File: src/rtl/hrtdc_pkg.sv
package hrtdc_pkg;

    typedef enum logic [2:0] {
        ST_IDLE,
        ST_HALF,
        ST_ARM,
        ST_SETB,
        ST_RUN,
        ST_ENC,
        ST_DONE
    } seq_state_e;

    typedef struct packed {
        logic range_sel;
        logic read_en;
        logic win_set;
        logic win_stop;
        logic release_all;
        logic enc_fire;
    } seq_ctl_t;

    function automatic int unsigned cnt_width(input int unsigned n);
        return (n < 2) ? 1 : $clog2(n) + 1;
    endfunction

endpackage

File: src/rtl/hrtdc_edge_encoder.sv
module hrtdc_edge_encoder #(
    parameter int unsigned TAPS   = 32,
    parameter int unsigned FINE_W = $clog2(TAPS)
) (
    input  logic [TAPS-1:0]   snap,
    output logic [FINE_W-1:0] fine
);
    localparam int unsigned NX = TAPS - 1;

    logic [NX-1:0] edge_x;

    // one XOR per adjacent tap pair
    for (genvar g = 0; g < NX; g++) begin : g_xor
        assign edge_x[g] = snap[g] ^ snap[g+1];
    end

    // lowest set marker wins; no marker saturates by tap 0
    always_comb begin
        fine = snap[0] ? '1 : '0;
        for (int i = NX - 1; i >= 0; i--) begin
            if (edge_x[i]) fine = FINE_W'(i + 1);
        end
    end

endmodule

File: src/rtl/hrtdc_window_latch.sv
module hrtdc_window_latch #(
    parameter int unsigned TAPS = 32
) (
    input  logic            clk,
    input  logic            rst,
    input  logic            win_set,
    input  logic            win_stop,
    input  logic            release_all,
    input  logic [TAPS-1:0] taps,
    output logic            ramp_begin,
    output logic            ramp_end,
    output logic [TAPS-1:0] snap
);
    always_ff @(posedge clk) begin
        if (rst) begin
            ramp_begin <= 1'b0;
            ramp_end   <= 1'b0;
            snap       <= '0;
        end else if (release_all) begin
            ramp_begin <= 1'b0;
            ramp_end   <= 1'b0;
        end else if (win_set) begin
            ramp_begin <= 1'b1;
            ramp_end   <= 1'b0;
        end else if (win_stop && ramp_begin) begin
            ramp_begin <= 1'b0;
            ramp_end   <= 1'b1;
            snap       <= taps;
        end
    end

    // window states are exclusive
    p_window_excl_r4: assert property (@(posedge clk) disable iff (rst)
        !(ramp_begin && ramp_end));

    // window closes only from an open window
    p_end_from_open_r5: assert property (@(posedge clk) disable iff (rst)
        $rose(ramp_end) |-> $past(ramp_begin));

endmodule

File: src/rtl/hrtdc_sequencer.sv
module hrtdc_sequencer
    import hrtdc_pkg::*;
#(
    parameter int unsigned SETTLE = 2
) (
    input  logic     clk,
    input  logic     rst,
    input  logic     conv_en,
    input  logic     cmp_out,
    output seq_ctl_t ctl
);
    localparam int unsigned CW = cnt_width(SETTLE);

    seq_state_e    state;
    logic [CW-1:0] settle_cnt;
    logic          rs_q;
    logic          rd_q;

    always_ff @(posedge clk) begin
        if (rst) begin
            state      <= ST_IDLE;
            settle_cnt <= '0;
            rs_q       <= 1'b0;
            rd_q       <= 1'b0;
        end else begin
            unique case (state)
                ST_IDLE: begin
                    settle_cnt <= '0;
                    if (conv_en) state <= ST_HALF;
                end
                ST_HALF: begin
                    if (settle_cnt == CW'(SETTLE - 1)) begin
                        rs_q  <= cmp_out;
                        state <= ST_ARM;
                    end else begin
                        settle_cnt <= settle_cnt + 1'b1;
                    end
                end
                ST_ARM: begin
                    rd_q  <= 1'b1;
                    state <= ST_SETB;
                end
                ST_SETB: state <= ST_RUN;
                ST_RUN:  if (cmp_out) state <= ST_ENC;
                ST_ENC: begin
                    rd_q  <= 1'b0;
                    rs_q  <= 1'b0;
                    state <= ST_DONE;
                end
                ST_DONE: if (!conv_en) state <= ST_IDLE;
                default: state <= ST_IDLE;
            endcase
        end
    end

    always_comb begin
        ctl.range_sel   = rs_q;
        ctl.read_en     = rd_q;
        ctl.win_set     = (state == ST_SETB);
        ctl.win_stop    = (state == ST_RUN) && cmp_out;
        ctl.release_all = (state == ST_ENC);
        ctl.enc_fire    = (state == ST_ENC);
    end

    // range decision stays frozen while the readout is enabled
    p_range_hold_r2: assert property (@(posedge clk) disable iff (rst)
        (rd_q && $past(rd_q)) |-> $stable(rs_q));

    // no conversion restarts straight out of the done state
    p_no_restart_r11: assert property (@(posedge clk) disable iff (rst)
        ($past(state) == ST_DONE) |-> (state == ST_DONE || state == ST_IDLE));

endmodule

File: src/rtl/hrtdc_readout.sv
module hrtdc_readout
    import hrtdc_pkg::*;
#(
    parameter int unsigned TAPS   = 32,
    parameter int unsigned SETTLE = 2,
    parameter int unsigned FINE_W = $clog2(TAPS),
    parameter int unsigned CODE_W = FINE_W + 1
) (
    input  logic              clk,
    input  logic              rst,
    input  logic              conv_en,
    input  logic              cmp_out,
    input  logic [TAPS-1:0]   taps,
    output logic              range_sel,
    output logic              read_en,
    output logic              ramp_begin,
    output logic              ramp_end,
    output logic [CODE_W-1:0] code,
    output logic              code_valid
);
    seq_ctl_t          ctl;
    logic [TAPS-1:0]   snap;
    logic [FINE_W-1:0] fine;

    hrtdc_sequencer #(.SETTLE(SETTLE)) u_seq (
        .clk     (clk),
        .rst     (rst),
        .conv_en (conv_en),
        .cmp_out (cmp_out),
        .ctl     (ctl)
    );

    hrtdc_window_latch #(.TAPS(TAPS)) u_win (
        .clk         (clk),
        .rst         (rst),
        .win_set     (ctl.win_set),
        .win_stop    (ctl.win_stop),
        .release_all (ctl.release_all),
        .taps        (taps),
        .ramp_begin  (ramp_begin),
        .ramp_end    (ramp_end),
        .snap        (snap)
    );

    hrtdc_edge_encoder #(.TAPS(TAPS), .FINE_W(FINE_W)) u_enc (
        .snap (snap),
        .fine (fine)
    );

    always_ff @(posedge clk) begin
        if (rst) begin
            code       <= '0;
            code_valid <= 1'b0;
        end else begin
            code_valid <= ctl.enc_fire;
            if (ctl.enc_fire) code <= {~ctl.range_sel, fine};
        end
    end

    assign range_sel = ctl.range_sel;
    assign read_en   = ctl.read_en;

    // window opens only after the readout enable was already up
    p_begin_after_read_r3: assert property (@(posedge clk) disable iff (rst)
        $rose(ramp_begin) |-> $past(read_en));

    // top code bit reflects the range chosen in that conversion
    p_msb_range_r6: assert property (@(posedge clk) disable iff (rst)
        code_valid |-> (code[CODE_W-1] == !$past(range_sel)));

    // strobe is a single cycle that follows window close
    p_valid_pulse_r10: assert property (@(posedge clk) disable iff (rst)
        code_valid |=> !code_valid);
    p_valid_after_end_r10: assert property (@(posedge clk) disable iff (rst)
        code_valid |-> $past(ramp_end));

    // everything is released when the result is presented
    p_release_r11: assert property (@(posedge clk) disable iff (rst)
        code_valid |-> (!read_en && !ramp_end && !range_sel));

endmodule

File: config.mk
export PLATFORM = sky130hd
export DESIGN_NAME = hrtdc_readout
export DESIGN_NICKNAME = d
export VERILOG_FILES = /design/src/rtl/hrtdc_pkg.sv /design/src/rtl/hrtdc_edge_encoder.sv /design/src/rtl/hrtdc_window_latch.sv /design/src/rtl/hrtdc_sequencer.sv /design/src/rtl/hrtdc_readout.sv
export SDC_FILE = /design/constraint.sdc
export NUM_CORES = 1
export LEC_CHECK = 0
export BUFFER_PORTS_ARGS = -buffer_cell sky130_fd_sc_hd__buf_2
export CAP_MARGIN = 20
export CELL_PAD_IN_SITES_DETAIL_PLACEMENT = 0
export CELL_PAD_IN_SITES_GLOBAL_PLACEMENT = 2
export CORE_ASPECT_RATIO = 0.7
export CORE_MARGIN = 10
export CORE_UTILIZATION = 31
export CTS_BUF_LIST = sky130_fd_sc_hd__clkbuf_16
export CTS_CLUSTER_SIZE = 8
export DETAILED_ROUTE_END_ITERATION = 12
export PLACE_DENSITY = 0.88
export SLEW_MARGIN = 15
export SYNTH_ARGS = -nofsm -noshare
export SYNTH_HDL_FRONTEND = slang
export SYNTH_SLANG_ARGS = --single-unit
File: constraint.sdc
create_clock -name clk -period 2.15 [get_ports clk]
set_input_delay 0.1075 -clock clk [delete_from_list [all_inputs] [get_ports clk]]
set_output_delay 0.1075 -clock clk [all_outputs]
set_load 0.01 [all_outputs]
### After elaboration in Yosys (flattened, before gate mapping)

Index checks and enable logic that the tools add are counted.

| cells by class | value |
|---|---|
| muxes and demuxes | 44 |
| reductions and logical operators | 13 |
| $add $sub $neg | 1 |
| equal/unequal tests | 12 |
| bitwise logic cells | 34 |

Operators by type and width:

| operator | count |
|---|---|
| 5-bit 2-to-1 mux | 32 |
| 1-bit XOR | 31 |
| 3-bit one-hot mux with 7 select lines | 1 |
| 3-bit 2-to-1 mux | 4 |
| 3-bit equality test, second input constant | 3 |
| 2-bit inequality test, second input constant | 4 |
| 2-bit nonzero test | 4 |
| 3-bit by 2-bit equality test with 1-bit output, second input constant | 2 |
| 1-bit one-hot mux with 2 select lines | 2 |
| 2-bit one-hot mux with 2 select lines | 1 |
| 2-bit AND reduction | 2 |
| 4-bit AND reduction | 1 |
| 3-bit by 1-bit equality test with 1-bit output, second input constant | 1 |
| 3-bit zero test | 1 |
| 1-bit 2-to-1 mux | 3 |
| 1-bit inverter | 3 |
| 3-bit AND reduction | 1 |
| 3-bit OR reduction | 1 |
| 2-bit by 1-bit adder with 2-bit output, second input constant | 1 |
| 2-bit by 1-bit equality test with 1-bit output, second input constant | 1 |
| 1-bit logical AND | 2 |
| 2-bit 2-to-1 mux | 1 |
| 2-bit by 1-bit inequality test with 1-bit output, second input constant | 1 |
| 2-bit OR reduction | 1 |

| storage, ports and cells | value |
|---|---|
| flip-flop bits (word level) | 48 |
| logic and storage cells | 113 |
| output and inout port bits | 11 |
| input port bits | 36 |

### Longest topological paths before layout

Gate-level depths: netlist (run 1).

| logic depth | value |
|---|---|
| depth in word-level cells | 32 |
| depth in mapped cells | 7 |
| gate-level depth less buffers | 7 |

### Hierarchy

A second synthesis (run 1) with hierarchy kept.

| unflattened totals | value |
|---|---|
| cell total of the unflattened synthesis | 365 |
| area, all modules | 3034.2 µm² |

By module, submodules not included:

| module | cells an instance | instances | sequential area each (µm²) | area an instance (µm²) |
|---|---|---|---|---|
| hrtdc_window_latch | 148 | 1 | 680.7 | 1546.5 |
| hrtdc_edge_encoder | 145 | 1 | 0.0 | 814.5 |
| hrtdc_sequencer | 51 | 1 | 140.1 | 430.4 |
| hrtdc_readout | 21 | 1 | 140.1 | 242.7 |

### Worst setup path before layout (run 1)

Ideal clock, no wire load.

| timing | value |
|---|---|
| kind | reg2reg |
| from | register u_win.snap[27] |
| to | register code[4] |
| arrival | 1486 ps |
| setup time | 117 ps |
| cell stages (with the launch flop) | 7 |
| path slack | 547 ps |
| period minus slack after synthesis | 1603 ps |
| path buffers | 1 |
| data required time | 2033 ps |
| path through | dfxtp_1 > buf_6 > or3_4 > o22a_1 > nor3_2 > nand3_1 > a32o_1 |

| on the way | value |
|---|---|
| cells in the longest elaborated chain, start to end | 29 |
| elaborated cells on any way between the ends | 30 |
| those cells by class | mux: 28; bitwise: 2 |

Ends and longest elaborated chain:

| element | RTL line | source |
|---|---|---|
| start, declared | hrtdc_window_latch.sv:12 | `output logic [TAPS-1:0] snap` |
| start signal, assigned | hrtdc_window_latch.sv:28 | `snap <= taps;` |
| 1-bit XOR | hrtdc_edge_encoder.sv:14 | `assign edge_x[g] = snap[g] ^ snap[g+1];` |
| 5-bit 2-to-1 mux | hrtdc_edge_encoder.sv:21 | `if (edge_x[i]) fine = FINE_W'(i + 1);` |
| 5-bit 2-to-1 mux (*) (27 in series) | hrtdc_edge_encoder.sv:21 |  |
| end signal, assigned | hrtdc_readout.sv:56 | `if (ctl.enc_fire) code <= {~ctl.range_sel, fine};` |
| end, declared | hrtdc_readout.sv:18 | `output logic [CODE_W-1:0] code,` |

Every way passes the cells marked *; elsewhere a longest branch is shown, timed or not.
A chain may end at the register's enable or synchronous reset.

### Worst setup path in the final report (run 1)

| timing | value |
|---|---|
| from | register u_seq.state[2] |
| to | register code[2] |

| on the way | value |
|---|---|
| cells in the longest elaborated chain, start to end | 1 |

Ends and longest elaborated chain:

| element | RTL line | source |
|---|---|---|
| start, declared | hrtdc_sequencer.sv:14 | `seq_state_e state;` |
| start signal, assigned | hrtdc_sequencer.sv:21 | `state <= ST_IDLE;` |
| start signal, assigned | hrtdc_sequencer.sv:29 | `if (conv_en) state <= ST_HALF;` |
| start signal, assigned | hrtdc_sequencer.sv:34 | `state <= ST_ARM;` |
| 3-bit equality test | hrtdc_sequencer.sv:62 | `ctl.enc_fire = (state == ST_ENC);` |

Every way passes these cells.

==> results.cfg, run 1 <==
[power_and_ir_drop]
ir_drop_v = 0.000235
p_total_mw = 1.77
p_per_area_nw_per_um2 = 578
leakage_nw = 1.16

[route]
vias = 2615
drcViolationCount = 0
via_per_inst = 5.16
ant_nets = 0
drt_pass1_iterations = 4
post_drt_wl_per_cell_um = 14.5
wirelength_um = 7330
drt_iter0_drc = 140

[finish]
diodes = 0
drive_above_1_share_pct = 16.7
n_fill_cell = 933
fin_nets = 438
syn_to_final_growth_pct = 16.1
design_area_um2 = 3070

[synth]
synthFlopType = dfxtp_1
synth.most_common_cell = nand2_1
ys_warn_count = 0
yosys-top-cells-count = nand2_1 (82), a21oi_1 (53), dfxtp_1 (48)
synth-seq-area-share_pct = 36.3
async_flop_share_pct = 0
synth_area_leaders = dfxtp_1 (36%), nand2_1 (12%), a21oi_1 (10%)
synth_top_cell_by_area = dfxtp_1
synth_edf_count = 0
yosys_register_bits = 48
yosysTopAreaCellShare_pct = 36.3
syn_area_um2 = 2650
synth.avg_cell_area_um2 = 7.13
synth_cell_types = 56
syn_nets = 408
netlist_instances = 371

[worst_setup_path]
reg2reg_to = code[2]$_SDFFE_PP0P_
critPathArrivalTime_ns = 1.96
critical_path_class = reg -> reg
cp-end-kind = register
critPathBufInv = 0
cp-start-kind = register
critPathMaxFanout = 14
r2r-start = u_seq.state[2]$_SDFFE_PP0P_
crit_end = code[2]$_SDFFE_PP0P_
crit_family = flip-flops
r2r_cells = 5
max_stage_delay_ns = 0.59
rrSetupSlack_ns = 0.43
cp.required_ns = 2.39
path_cells = and3b_1, and2_1, o21ai_0, a311oi_1, a211o_1
cpMaxStageDelayCell = dfxtp_1
cp_num_cells = 5
crit_start = u_seq.state[2]$_SDFFE_PP0P_

[floorplan]
die_area_um2 = 12700
ios = 47
fp-row-count = 28
die_y_um = 97.3
initial_core_util_pct = 31.6
core_area_um2 = 8370
dieWidth_um = 130

[sta]
worst_slack_ns = 0.429
hold_viol = 0
setup_viol = 0
fmax_mhz = 581
worst_pin_slew_ns = 0.439
tns_ns = 0
fin_skew_ns = 0.00262
slew_headroom_pct = 70.7
fin_crit_sh_pct = 80.1
slew_viol_final = 0
min_period_ns = 1.72
rsz0062_at_grt = false

[clocking]
cts_sinks = 48
hold_buffers = 0
cts_made_buffers = 5
cts_tree = built
h-tree-depth = 2
cts_setup_buffers = 0
cts_root_buffer = clkbuf_16
clock_path_buffers = 2
clkLatencyLatePin_ns = 0.29
clk_pin_slew_worst_paths_ns = 0.06
cts_resized = 0

[placement]
gp_congestion = 0.874
placed_cell_area_um2 = 2940
dpl_worst_slack_ns = 0.451
port_buffers = 46
dp_hpwl_um = 5410

[global_route]
grt_pass1_wl_um = 12200
grt_pass1_vias = 2437
grt_util_all_layers_pct = 11.8
antenna_found_initial = 0
gr-total-overflow = 0
grt_max_degree = 29

[flow_run]
drv_cap = 0

[outcome]
status = completed

[min_path]
hold_path.startpoint = taps[24]
worstHoldPathType = in -> reg
-- how the worst min path moves through the flow --
stage,to,slack (ns),cells after the start
3_3_place_gp,u_win.snap[17]$_SDFFE_PP0P_,0.35,3
3_5_place_dp,u_win.snap[17]$_SDFFE_PP0P_,0.35,3
2_1_floorplan,u_win.snap[27]$_SDFFE_PP0P_,0.24,2
6_report,u_win.snap[24]$_SDFFE_PP0P_,0.05,3
5_1_grt,u_win.snap[17]$_SDFFE_PP0P_,0.04,3
4_1_cts,u_win.snap[25]$_SDFFE_PP0P_,0.04,3
-- stage by stage --
stage,hold WS (ns),cells,utilization [%]
6_report,0.0465,507,36.7
5_1_grt,0.0436,507,36.7
4_1_cts,0.0429,507,36.7
3_5_place_dp,0.354,499,35.1
3_3_place_gp,0.351,499,35.1
2_1_floorplan,0.243,371,-
-- flip-flops by register name, summed over array words and instances, names as in the netlist, 2 cells and up --
name and count:
code 6, u_win.snap 32, u_seq.state 3, u_seq.settle_cnt 2
-- per-layer routing --
metal | wire length, um | GRT usage [%]
met5 | 0 | 0
met4 | 89 | 3.58
met3 | 439 | 3.65
met2 | 2700 | 15.2
met1 | 4110 | 17.8
-- worst min-delay path, cell delays in order --
cell and delay, ns:
buf_2 0.09, nand2_1 0.04, a21oi_1 0.05
-- cell type report --
cell class | count | area, um^2 | area share [%]
tap | 105 | 131 | 4.28
clock inverter | 3 | 11.3 | 0.367
clock buffer | 5 | 125 | 4.07
sequential | 48 | 961 | 31.3
timing repair buffer | 53 | 283 | 9.21
inverter | 6 | 22.5 | 0.733
multi-input combinational | 287 | 1540 | 50.1
-- report_power, final --
| part | leakage, nW | internal, mW | switching (mW) |
|---|---|---|---|
| clock network | 0.0738 | 0.419 | 0.336 |
| logic | 0.700 | 0.0532 | 0.0597 |
| registers | 0.387 | 0.899 | 0.00759 |
| total | 1.16 | 1.37 | 0.403 |
-- kinds of logic after synthesis --
| logic type | synth area share (%) |
|---|---|
| AO/OA/AOI/OAI | 25.2 |
| AND/OR/NAND/NOR | 30.7 |
| XOR/XNOR | 1.32 |
| multiplexers | 0.426 |
| buffers and inverters | 5.58 |
| adder cells (fa/ha/maj) | 0.473 |
| flip-flops | 36.3 |
-- cells in the final DEF, fill, tap and decap left out, types with 3 or more instances in the layout --
master,synthesis,layout
buf_2,4,46
o21ai_0,12,12
a211oi_1,3,3
a31oi_1,3,3
nor2_1,30,30
nand2b_1,11,11
and3_1,4,4
o221ai_1,3,3
nor3_1,10,10
clkbuf_16,0,5
nor2b_1,6,6
a21oi_1,53,53
xor2_1,3,3
o22a_1,3,3
dfxtp_1,48,48
buf_4,0,7
inv_1,6,8
nand2_1,82,82
or2_2,5,5
nand3_1,12,12
(Power assumes the default switching activity.)
==> run 2, diff against run 1 <==
==> constraint.sdc (replaced) <==
create_clock -name clk -period 1.6 [get_ports clk]
set_input_delay 0.08 -clock clk [delete_from_list [all_inputs] [get_ports clk]]
set_output_delay 0.08 -clock clk [all_outputs]
set_load 0.01 [all_outputs]
==> run 2 against run 1 <==
Effect of this change: utilization grew 2.3 points; sequential share of layout area shrank 1.6 points; first-iteration DRC count is the same; combinational power grew 39%; hold slack lost 0.029 ns.
==> results.cfg, run 2 (synthesis gave the netlist of run 1 again) <==
[outcome]
status = completed

[global_route]
use_met1_pct = 16.6
grt_max_degree = 33
antenna_found_initial = 0
grt_busiest_layer = met1
grt_pass1_wl_um = 12100
gr-usage-met3_pct = 4.80
grt_util_all_layers_pct = 11.7
gr-total-overflow = 0
met2_usage_pct = 15.6
grt_pass1_vias = 2464

[worst_setup_path]
cp.required_ns = 1.78
cp-start-kind = register
cp-end-kind = register
path_cells = or3_4, o22a_1, nor3_2, nand3_1, a32o_1
critical_path_class = reg -> reg
cpMaxStageDelayCell = or3_4
critPathMaxFanout = 2
max_stage_delay_ns = 0.38
critPathArrivalTime_ns = 1.78

[clocking]
hold_buffers = 0
cts_sinks = 48
h-tree-depth = 2
clock_path_buffers = 2
clk_pin_slew_worst_paths_ns = 0.06
cts_root_buffer = clkbuf_16
cts_setup_buffers = 0
cts_made_buffers = 5
cts_tree = built
clkLatencyLatePin_ns = 0.29

[sta]
hold_viol = 0
setup_viol = 0
whs_ns = 0.0175
worst_pin_slew_ns = 0.386
slew_headroom_pct = 73.9
slew_viol_final = 0
fin_skew_ns = 0.00331
rsz0062_at_grt = true
min_period_ns = 1.60
fmax_mhz = 626
fin_crit_sh_pct = 99.8

[finish]
final_util_pct = 39.0
largest_reg_flops = 32
final-seq-area_um2 = 968
multi_input_area_um2 = 1570
reg_top3 = u_win.snap: 32 flops, code: 6 flops, u_seq.state: 3 flops
drive_above_1_share_pct = 23.9
diodes = 0
syn_to_final_growth_pct = 23.5
final_common_cell = nand2_1
n_fill_cell = 900
largest-register = u_win.snap
mostFrequentLayoutCells = nand2_1 (82), a21oi_1 (53), buf_2 (46), dfxtp_1 (42), nor2_1 (30)
fin_nets = 459

[power_and_ir_drop]
ir_drop_v = 0.000320
leakage_nw = 1.28
p_per_area_nw_per_um2 = 727
p_total_mw = 2.37

[route]
via_per_inst = 5.06
drt_pass1_iterations = 4
ant_nets = 0
drt_iter0_drc = 140
drcViolationCount = 0
vias = 2664
wirelength_um = 7510
post_drt_wl_per_cell_um = 14.3

[floorplan]
die_area_um2 = 12700
ios = 47
fp-row-count = 28
core_area_um2 = 8370
die_y_um = 97.3
initial_core_util_pct = 31.6
dieWidth_um = 130

[flow_run]
drv_cap = 0

[min_path]
worstHoldPathType = in -> reg

[placement]
gp_congestion = 0.863
dp_hpwl_um = 5770
port_buffers = 46
-- run 2: cell type report --
cell class / instances / share of cell area, %
multi-input cells: 287 / 48.1
flip-flops and latches: 48 / 29.6
repair buffers: 74 / 13.5
well taps: 105 / 4.02
clock buffers: 5 / 3.83
inverters: 6 / 0.689
clock inverters: 2 / 0.268
-- run 2: worst max-delay path, delay by kind of cell, from the launching register on --
| family | cells | cell delay, ns |
|---|---|---|
| simple gates | 3 | 0.69 |
| compound gates | 2 | 0.47 |
| flops | 1 | 0.32 |
-- run 2: stage by stage --
step / setup TNS, ns / worst slack, ns / instance area, um^2 / instances
2_1_floorplan: 0 / 0.0325 / 2650 / 371
3_3_place_gp: 0 / 0.0417 / 3090 / 520
3_5_place_dp: -0.0175 / -0.0175 / 3090 / 520
4_1_cts: 0 / 0.0113 / 3230 / 527
5_1_grt: -0.0860 / -0.0439 / 3270 / 527
6_report: 0 / 0.00257 / 3270 / 527
-- run 2: layer usage --
layer	vias to the layer above	part of all wire (%)	wire (um)
li1	1396	-	-
met1	1217	53	4020
met2	44	38	2890
met3	7	7.0	527
met4	0	1.1	80
met5	-	0	0
-- run 2: power by group --
| part | switching (mW) | leakage [nW] | internal, mW |
|---|---|---|---|
| sequential | 0.0106 | 0.390 | 1.21 |
| clock | 0.435 | 0.0709 | 0.562 |
| combinational | 0.0801 | 0.819 | 0.0774 |
| total | 0.526 | 1.28 | 1.85 |
-- run 2: timing repair --
| action | in CTS | in global routing |
|---|---|---|
| endpoints found under the setup margin | 1 | 5 |
| resized for setup | 1 | 13 |
| pin swaps | 0 | 4 |
-- run 2: path summary, 6_finish.rpt --
path,from,slack [ns],depth (start not counted),end
setup / recovery,u_win.snap[31]$_SDFFE_PP0P_,0.003,5,code[4]$_SDFFE_PP0P_
hold / removal,taps[9],0.02,3,u_win.snap[9]$_SDFFE_PP0P_
setup reg to reg,u_win.snap[31]$_SDFFE_PP0P_,0.003,5,code[4]$_SDFFE_PP0P_
hold reg to reg,u_seq.rd_q$_SDFFE_PP0P_,0.47,2,u_seq.rd_q$_SDFFE_PP0P_
